`src/rtl/mxb_pkg.sv`:
```
package mxb_pkg;

    typedef enum logic [2:0] {
        ST_IDLE,
        ST_ADDR,
        ST_HOLD,
        ST_STROBE,
        ST_RECOVER
    } mxb_state_e;

    typedef enum logic [1:0] {
        KIND_FETCH = 2'd0,
        KIND_READ  = 2'd1,
        KIND_WRITE = 2'd2,
        KIND_READ2 = 2'd3
    } mxb_kind_e;

endpackage

```
`src/rtl/mxb_fsm.sv`:
```
module mxb_fsm
    import mxb_pkg::*;
#(
    parameter int ADDR_W = 16,
    parameter int DATA_W = 8,
    parameter int WAIT_W = 2
) (
    input  logic              clk,
    input  logic              rst_n,
    input  logic              req_valid,
    input  logic [1:0]        req_kind,
    input  logic [ADDR_W-1:0] req_addr,
    input  logic [DATA_W-1:0] req_wdata,
    input  logic              cfg_ale_ext,
    input  logic [WAIT_W-1:0] cfg_wait,
    input  logic [DATA_W-1:0] ad_in,
    output logic              req_ready,
    output mxb_state_e        state,
    output mxb_kind_e         kind,
    output logic [ADDR_W-1:0] addr,
    output logic [DATA_W-1:0] wdata,
    output logic              rsp_done,
    output logic [DATA_W-1:0] rsp_rdata
);

    localparam int CNT_W = WAIT_W + 2;
    localparam logic [CNT_W-1:0] CNT_ONE = CNT_W'(1);

    typedef struct packed {
        mxb_state_e        state;
        logic [CNT_W-1:0]  cnt;
        mxb_kind_e         kind;
        logic [WAIT_W-1:0] wait_n;
        logic [ADDR_W-1:0] addr;
        logic [DATA_W-1:0] wdata;
        logic              done;
        logic [DATA_W-1:0] rdata;
    } seq_t;

    seq_t seq_d, seq_q;

    always_comb begin
        seq_d      = seq_q;
        seq_d.done = 1'b0;
        unique case (seq_q.state)
            ST_IDLE: begin
                if (req_valid) begin
                    seq_d.state  = ST_ADDR;
                    seq_d.cnt    = CNT_W'({cfg_ale_ext, 1'b0});
                    seq_d.kind   = mxb_kind_e'(req_kind);
                    seq_d.wait_n = cfg_wait;
                    seq_d.addr   = req_addr;
                    seq_d.wdata  = req_wdata;
                end
            end
            ST_ADDR: begin
                if (seq_q.cnt == '0) begin
                    seq_d.state = ST_HOLD;
                end else begin
                    seq_d.cnt = seq_q.cnt - CNT_ONE;
                end
            end
            ST_HOLD: begin
                seq_d.state = ST_STROBE;
                seq_d.cnt   = CNT_W'({seq_q.wait_n, 1'b1});
            end
            ST_STROBE: begin
                if (seq_q.cnt == '0) begin
                    if (seq_q.kind != KIND_WRITE) begin
                        seq_d.rdata = ad_in;
                    end
                    if (seq_q.kind == KIND_FETCH) begin
                        seq_d.state = ST_IDLE;
                        seq_d.done  = 1'b1;
                    end else begin
                        seq_d.state = ST_RECOVER;
                        seq_d.cnt   = CNT_ONE;
                    end
                end else begin
                    seq_d.cnt = seq_q.cnt - CNT_ONE;
                end
            end
            ST_RECOVER: begin
                if (seq_q.cnt == '0) begin
                    seq_d.state = ST_IDLE;
                    seq_d.done  = 1'b1;
                end else begin
                    seq_d.cnt = seq_q.cnt - CNT_ONE;
                end
            end
            default: seq_d.state = ST_IDLE;
        endcase
    end

    always_ff @(posedge clk or negedge rst_n) begin
        if (!rst_n) begin
            seq_q <= '{state: ST_IDLE, kind: KIND_FETCH, default: '0};
        end else begin
            seq_q <= seq_d;
        end
    end

    assign req_ready = (seq_q.state == ST_IDLE);
    assign state     = seq_q.state;
    assign kind      = seq_q.kind;
    assign addr      = seq_q.addr;
    assign wdata     = seq_q.wdata;
    assign rsp_done  = seq_q.done;
    assign rsp_rdata = seq_q.rdata;

endmodule

```
`src/rtl/mxb_pins.sv`:
```
module mxb_pins
    import mxb_pkg::*;
#(
    parameter int ADDR_W = 16,
    parameter int DATA_W = 8
) (
    input  mxb_state_e        state,
    input  mxb_kind_e         kind,
    input  logic [ADDR_W-1:0] addr,
    input  logic [DATA_W-1:0] wdata,
    output logic              ale,
    output logic              fetch_n,
    output logic              rd_n,
    output logic              wr_n,
    output logic [DATA_W-1:0] ad_out,
    output logic              ad_oe,
    output logic [ADDR_W-DATA_W-1:0] addr_hi
);

    logic addr_phase;
    logic strobing;
    logic is_write;

    always_comb begin
        addr_phase = (state == ST_ADDR) || (state == ST_HOLD);
        strobing   = (state == ST_STROBE);
        is_write   = (kind == KIND_WRITE);

        ale     = (state == ST_ADDR);
        fetch_n = !(strobing && kind == KIND_FETCH);
        rd_n    = !(strobing && (kind == KIND_READ || kind == KIND_READ2));
        wr_n    = !(strobing && is_write);
        ad_oe   = addr_phase || (strobing && is_write);
        ad_out  = addr_phase ? addr[DATA_W-1:0] : wdata;
        addr_hi = addr[ADDR_W-1:DATA_W];
    end

endmodule

```
`src/rtl/mxb_bus_seq.sv`:
```
module mxb_bus_seq
    import mxb_pkg::*;
#(
    parameter int ADDR_W = 16,
    parameter int DATA_W = 8,
    parameter int WAIT_W = 2
) (
    input  logic                     clk,
    input  logic                     rst_n,
    input  logic                     req_valid,
    output logic                     req_ready,
    input  logic [1:0]               req_kind,
    input  logic [ADDR_W-1:0]        req_addr,
    input  logic [DATA_W-1:0]        req_wdata,
    input  logic                     cfg_ale_ext,
    input  logic [WAIT_W-1:0]        cfg_wait,
    output logic                     ale,
    output logic                     fetch_n,
    output logic                     rd_n,
    output logic                     wr_n,
    output logic [DATA_W-1:0]        ad_out,
    output logic                     ad_oe,
    input  logic [DATA_W-1:0]        ad_in,
    output logic [ADDR_W-DATA_W-1:0] addr_hi,
    output logic                     rsp_done,
    output logic [DATA_W-1:0]        rsp_rdata
);

    mxb_state_e        cur_state;
    mxb_kind_e         cur_kind;
    logic [ADDR_W-1:0] cur_addr;
    logic [DATA_W-1:0] cur_wdata;

    mxb_fsm #(
        .ADDR_W (ADDR_W),
        .DATA_W (DATA_W),
        .WAIT_W (WAIT_W)
    ) i_fsm (
        .clk         (clk),
        .rst_n       (rst_n),
        .req_valid   (req_valid),
        .req_kind    (req_kind),
        .req_addr    (req_addr),
        .req_wdata   (req_wdata),
        .cfg_ale_ext (cfg_ale_ext),
        .cfg_wait    (cfg_wait),
        .ad_in       (ad_in),
        .req_ready   (req_ready),
        .state       (cur_state),
        .kind        (cur_kind),
        .addr        (cur_addr),
        .wdata       (cur_wdata),
        .rsp_done    (rsp_done),
        .rsp_rdata   (rsp_rdata)
    );

    mxb_pins #(
        .ADDR_W (ADDR_W),
        .DATA_W (DATA_W)
    ) i_pins (
        .state   (cur_state),
        .kind    (cur_kind),
        .addr    (cur_addr),
        .wdata   (cur_wdata),
        .ale     (ale),
        .fetch_n (fetch_n),
        .rd_n    (rd_n),
        .wr_n    (wr_n),
        .ad_out  (ad_out),
        .ad_oe   (ad_oe),
        .addr_hi (addr_hi)
    );

endmodule

```
`config.mk`:
```
export PLATFORM = sky130hd
export DESIGN_NAME = mxb_bus_seq
export DESIGN_NICKNAME = d
export VERILOG_FILES = /design/src/rtl/mxb_pkg.sv /design/src/rtl/mxb_fsm.sv /design/src/rtl/mxb_pins.sv /design/src/rtl/mxb_bus_seq.sv
export SDC_FILE = /design/constraint.sdc
export NUM_CORES = 1
export LEC_CHECK = 0
export ABC_AREA = 1
export ABC_CLOCK_PERIOD_IN_PS = 3700
export BUFFER_PORTS_ARGS = -buffer_cell sky130_fd_sc_hd__buf_2
export CAP_MARGIN = 20
export CORE_MARGIN = 10
export CORE_UTILIZATION = 27
export DETAILED_ROUTE_END_ITERATION = 10
export GPL_ROUTABILITY_DRIVEN = 0
export HOLD_SLACK_MARGIN = 0.05
export SYNTH_ARGS = -nofsm -noshare
export SYNTH_HDL_FRONTEND = slang
export SYNTH_SLANG_ARGS = --single-unit
```
`constraint.sdc`:
```
create_clock -name clk -period 3.7 [get_ports clk]
set_input_delay 0.185 -clock clk [delete_from_list [all_inputs] [get_ports clk]]
set_output_delay 0.185 -clock clk [all_outputs]
set_load 0.01 [all_outputs]
```
==> results of run 1 <==
## cell type report
| cell class | count | area [um^2] | area share, % |
|---|---|---|---|
| well taps | 105 | 131 | 4.74 |
| flip-flops and latches | 44 | 1100 | 39.7 |
| multi-input cells | 202 | 942 | 34.0 |
| repair buffers | 73 | 388 | 14.0 |
| clock buffers | 6 | 82.6 | 2.98 |
| clock inverters | 2 | 38.8 | 1.40 |
| inverters | 23 | 88.8 | 3.20 |
## where the power goes
| part | switching (mW) | internal [mW] | total [mW] |
|---|---|---|---|
| registers | 0.137 | 0.707 | 0.844 |
| clock network | 0.169 | 0.221 | 0.390 |
| logic | 0.809 | 0.452 | 1.26 |
| total | 1.12 | 1.38 | 2.49 |
## cells by family after synthesis
| kind of cell | count (synthesis) | synth area share (%) |
|---|---|---|
| AND/OR/NAND/NOR | 185 | 34.7 |
| buffers and inverters | 49 | 11.5 |
| flip-flops | 44 | 47.8 |
| AO/OA/AOI/OAI | 14 | 4.56 |
| adder cells (fa/ha/maj) | 2 | 1.09 |
| XOR/XNOR | 1 | 0.380 |
## state kept, by name (all words and copies together), names as in the netlist
register         count
i_fsm.addr          16
i_fsm.rsp_rdata      8
i_fsm.wdata          8
i_fsm.seq_q          6
i_fsm.state          3
i_fsm.kind           2
i_fsm.rsp_done       1
## how the worst max path moves through the flow
stage                               to  slack (ps)
finish                   i_fsm.kind[0]        1560
global route             i_fsm.kind[0]        1370
CTS                      i_fsm.kind[0]        1560
detailed placement       i_fsm.kind[0]        1560
global placement         i_fsm.kind[0]        1650
floorplan           i_fsm.rsp_rdata[5]        2190
## cell usage in the layout (no fill, tap or decap), drive strengths merged
| master | n |
|---|---|
| a21oi | 2 |
| buf | 72 |
| bufinv | 1 |
| clkbuf | 6 |
| clkinv | 1 |
| dfrtp | 44 |
| dlygate4sd3 | 1 |
| ha | 2 |
| inv | 23 |
| nand2 | 138 |
| nand3 | 38 |
| nor2 | 9 |
| o2111ai | 1 |
| o21ai | 10 |
| o22ai | 1 |
| xor2 | 1 |
## critical path, cell delays in order (launching register included)
cell	delay, ps
dfrtp_1	420
inv_1	120
nand2_1	90
nor2_2	80
buf_4	290
nand2_1	640
nor2_1	260
a21oi_1	60
## metrics by stage
| step | worst slack, ps | hold slack (ps) |
|---|---|---|
| floorplan | 2190 | -111 |
| global placement | 1650 | 414 |
| detailed placement | 1560 | 420 |
| CTS | 1560 | 97.7 |
| global route | 1370 | 104 |
| finish | 1560 | 117 |
## repair_timing
action / CTS / global route
hold buffers: 0 / 1
hold endpoints to repair: 0 / 11
setup buffers: 0 / 0
## routing by layer
layer | global-route usage [%] | up-vias
li1 | - | 1008
met1 | 10.9 | 849
met2 | 14.0 | 50
met3 | 3.41 | 2
met4 | 1.78 | 0
met5 | 0 | -
==> impl_metrics.env, run 1 <==
export IMPL_synth_nets=337
export IMPL_path_clk_slew_ps=90
export IMPL_drive_gt1_share_pct=28.9
export IMPL_min_period_ps=2140
export IMPL_grt_pass1_vias=1847
export IMPL_grt_max_degree=45
export IMPL_dpl_cell_area_um2=2620
export IMPL_setup_viol=0
export IMPL_synthArstFlopShare_pct=100
export IMPL_place_hpwl_um=4290
export IMPL_outcome="finished clean"
export IMPL_fp_dieArea_um2=12600
export IMPL_die_y_um=112
export IMPL_power_density_nw_per_um2=900
export IMPL_yosys_cell_count_top_type="nand2_1"
export IMPL_power_mw=2.49
export IMPL_clock_latency_ps=290
export IMPL_grt_overflow=0
export IMPL_worstMarginPinSlew_ps=964
export IMPL_clkSinkCount=44
export IMPL_rrSetupSlack_ps=1560
export IMPL_fmax_mhz=468
export IMPL_rows=33
export IMPL_final_antenna_net_count=0
export IMPL_wl_met1_um=2720
export IMPL_fin_setup_tns_ps=0
export IMPL_rsz0062_at_grt="false"
export IMPL_antennaDiodeCount=0
export IMPL_dp_cells=445
export IMPL_drt_initial_drc_count=109
export IMPL_crit_path_start_kind="flop"
export IMPL_crit_start="i_fsm.state[1]"
export IMPL_routedWlPerCell_um=12.6
export IMPL_numCtsBuffers=5
export IMPL_syn2layout_area_growth_pct=20.3
export IMPL_ir_worst_vdd_mv=0.347
export IMPL_clock_skew_ps=4.69
export IMPL_reg2regPathDepth=7
export IMPL_critPathKind="flop to flop"
export IMPL_slew_headroom_pct=35.6
export IMPL_antenna_found_initial=0
export IMPL_netlist_area_um2=2300
export IMPL_drv_cap=0
export IMPL_critical_path_max_fanout=30
export IMPL_io_buffer_count=70
export IMPL_hold_path_depth=3
export IMPL_r2r_end="i_fsm.kind[0]"
export IMPL_wl_met3_um=382
export IMPL_detail_route_vias_per_cell=4.20
export IMPL_ys_seq_area_share_pct=47.8
export IMPL_synth_top_cell_area_share_pct=47.8
export IMPL_slew_viol_final=0
export IMPL_ys_flop_type="dfrtp_1"
export IMPL_route_detailed_drc=0
export IMPL_cts_resized=0
export IMPL_synth_cells=295
export IMPL_synth_cell_types=27
export IMPL_r2r_start="i_fsm.state[1]"
export IMPL_hold_path_class="input pin to flop"
export IMPL_root_buffer="clkbuf_8"
export IMPL_cellLeakagePower_nw=1.60
export IMPL_dieWidth_um=112
export IMPL_holdPathEnd="i_fsm.addr[11]"
export IMPL_cts_tree="built"
export IMPL_synth_area_leaders="dfrtp_1 (48%), nand2_1 (22%), nand3_1 (7.8%)"
export IMPL_post_route_cell_area_um2=2770
export IMPL_hold_viol=0
export IMPL_end_kind="flop"
export IMPL_start_util_pct=27.9
export IMPL_stdcell_count=455
export IMPL_arrival_ps=2280
export IMPL_synth_avg_cell_area_um2=7.81
export IMPL_synth_edf_count=0
export IMPL_hp_start="req_addr[11]"
export IMPL_synth_yosys_warnings=0
export IMPL_cts_buffer_depth=2
export IMPL_layout_nets=391
export IMPL_wl_met2_um=2620
export IMPL_design_core_area_um2=8260
export IMPL_grtUsageTotal_pct=8.74
export IMPL_synthTopCellsByCount="nand2_1 (134), dfrtp_1 (44), nand3_1 (36)"
export IMPL_ios=71
export IMPL_fillers=909
export IMPL_grt_first_pass_wirelength_um=9220
export IMPL_synth_area_leader_cell="dfrtp_1"
export IMPL_final_util_pct=33.6
export IMPL_vias=1909
export IMPL_synth_seq_cells=44
export IMPL_critPathRequiredTime_ps=3840
export IMPL_period_share_pct=57.7
export IMPL_drt_wl_total_um=5750
export IMPL_cts_max_level=2
export IMPL_firstDrtPassIters=4
export IMPL_highest_layer="met4"
(Power assumes the default switching activity.)
==> run 2: changes to the inputs <==
ABC_CLOCK_PERIOD_IN_PS = 1840   (was 3700)
clock period = 1.84 ns   (was 3.7 ns; I/O delays follow)
==> impl_metrics.env, run 2 (synthesis gave the netlist of run 1 again) <==
export IMPL_outcome="finished clean"
export IMPL_detail_route_vias_per_cell=4.25
export IMPL_setup_viol=0
export IMPL_grt_overflow=0
export IMPL_place_hpwl_um=4640
export IMPL_fp_dieArea_um2=12600
export IMPL_layout_commonest_cell="nand2_1"
export IMPL_root_buffer="clkbuf_8"
export IMPL_largest_register_ffs=16
export IMPL_stdcell_count=497
export IMPL_drive_gt1_share_pct=27.6
export IMPL_path_clk_slew_ps=80
export IMPL_rsz0062_at_grt="false"
export IMPL_hold_path_class="input pin to flop"
export IMPL_layout_nets=433
export IMPL_cpPeakStageDelay_ps=450
export IMPL_vias=2114
export IMPL_period_share_pct=92.0
export IMPL_grt_pass1_vias=2199
export IMPL_drv_cap=0
export IMPL_critPathRequiredTime_ps=1750
export IMPL_grt_first_pass_wirelength_um=10700
export IMPL_final_cell_mix="nand2_1 (134), buf_2 (70), dfrtp_1 (43), dlygate4sd3_1 (37), nand3_1 (36)"
export IMPL_hold_viol=0
export IMPL_path_cells="inv_2, nand2_1, nor2_4, inv_2, nand2_8, inv_4, nand2_1, nand2_1, buf_2"
export IMPL_clock_skew_ps=6.85
export IMPL_cts_buffer_depth=2
export IMPL_drt_wl_total_um=6230
export IMPL_die_y_um=112
export IMPL_clkSinkCount=44
export IMPL_crit_path_start_kind="flop"
export IMPL_dp_cells=451
export IMPL_worstMarginPinSlew_ps=549
export IMPL_io_buffer_count=70
export IMPL_dieWidth_um=112
export IMPL_power_mw=5.05
export IMPL_ios=71
export IMPL_post_route_cell_area_um2=3160
export IMPL_final_util_pct=38.2
export IMPL_critical_path_slowest_cell="dfrtp_2"
export IMPL_cp_common_cell="nand2_1"
export IMPL_arrival_ps=1600
export IMPL_cellLeakagePower_nw=1.76
export IMPL_critical_path_max_fanout=10
export IMPL_min_period_ps=1690
export IMPL_firstDrtPassIters=4
export IMPL_rows=33
export IMPL_grtUsageTotal_pct=9.97
export IMPL_grt_max_degree=29
export IMPL_start_util_pct=27.9
export IMPL_fin_setup_tns_ps=0
export IMPL_design_core_area_um2=8260
export IMPL_cts_tree="built"
export IMPL_slew_headroom_pct=63.4
export IMPL_fillers=865
export IMPL_antennaDiodeCount=0
export IMPL_slew_viol_final=0
export IMPL_numCtsBuffers=5
export IMPL_power_density_nw_per_um2=1600
export IMPL_cp_top_family="flip-flops"
export IMPL_dpl_cell_area_um2=2670
export IMPL_critPathBufInv=4
export IMPL_drt_initial_drc_count=69
export IMPL_clock_latency_ps=300
export IMPL_cts_max_level=2
export IMPL_syn2layout_area_growth_pct=36.9
export IMPL_final_antenna_net_count=0
export IMPL_route_detailed_drc=0
export IMPL_fmax_mhz=591
export IMPL_cp_depth=9
export IMPL_end_kind="primary output"
export IMPL_critPathKind="flop to primary output"
export IMPL_antenna_found_initial=0
export IMPL_reg2regPathDepth=7
export IMPL_routedWlPerCell_um=12.5
export IMPL_ir_worst_vdd_mv=0.493
export IMPL_hold_path_depth=3
-- run 2: layout make-up --
class | instances | area, um^2 | share of cell area (%)
sequential | 44 | 1100 | 34.9
inverter | 23 | 88.8 | 2.82
timing repair buffer | 115 | 781 | 24.7
clock inverter | 1 | 7.51 | 0.238
multi-input combinational | 202 | 958 | 30.4
tap | 105 | 131 | 4.16
clock buffer | 7 | 86.3 | 2.74
-- run 2: path summary, 6_finish.rpt --
check | startpoint | endpoint | slack (ps)
max | i_fsm.state[2] | ad_out[4] | 150
min | req_valid | i_fsm.wdata[5] | 170
max reg2reg | i_fsm.seq_q[37] | i_fsm.rsp_rdata[7] | 250
min reg2reg | i_fsm.addr[2] | i_fsm.addr[2] | 470
max in group asynchronous | rst_n | i_fsm.rsp_rdata[7] | 910
min in group asynchronous | rst_n | i_fsm.addr[12] | 310
-- run 2: routing by layer --
metal / up-vias / track usage (%) / part of all wire [%]
met2: 48 / 16.3 / 47
met1: 966 / 12.4 / 46
met5: - / 0 / 0
li1: 1096 / - / -
met3: 4 / 3.46 / 5.8
met4: 0 / 2.03 / 0.53
-- run 2: power by group --
part / leakage (nW) / internal, mW / switching, mW
logic: 1.17 / 1.02 / 1.69
registers: 0.545 / 1.42 / 0.280
clock network: 0.0445 / 0.305 / 0.332
-- run 2: tightest hold or removal path, stage by stage --
cell	delay, ps
buf_2	180
nand3_1	110
nand2_1	50
-- run 2: what timing repair did --
action / 4_1_cts / 5_1_grt
setup buffers: 0 / 1
gates resized for setup: 2 / 2
endpoints found under the setup margin: 9 / 9
hold endpoints to repair: 57 / 0
gates cloned: 0 / 0
pin swaps: 0 / 0
hold buffers: 37 / 0
-- run 2: per-stage QoR --
step	hold WS (ps)	worst slack [ps]
CTS	170	14.9
global placement	125	266
floorplan	-204	330
global route	194	21.2
detailed placement	123	248
finish	171	147
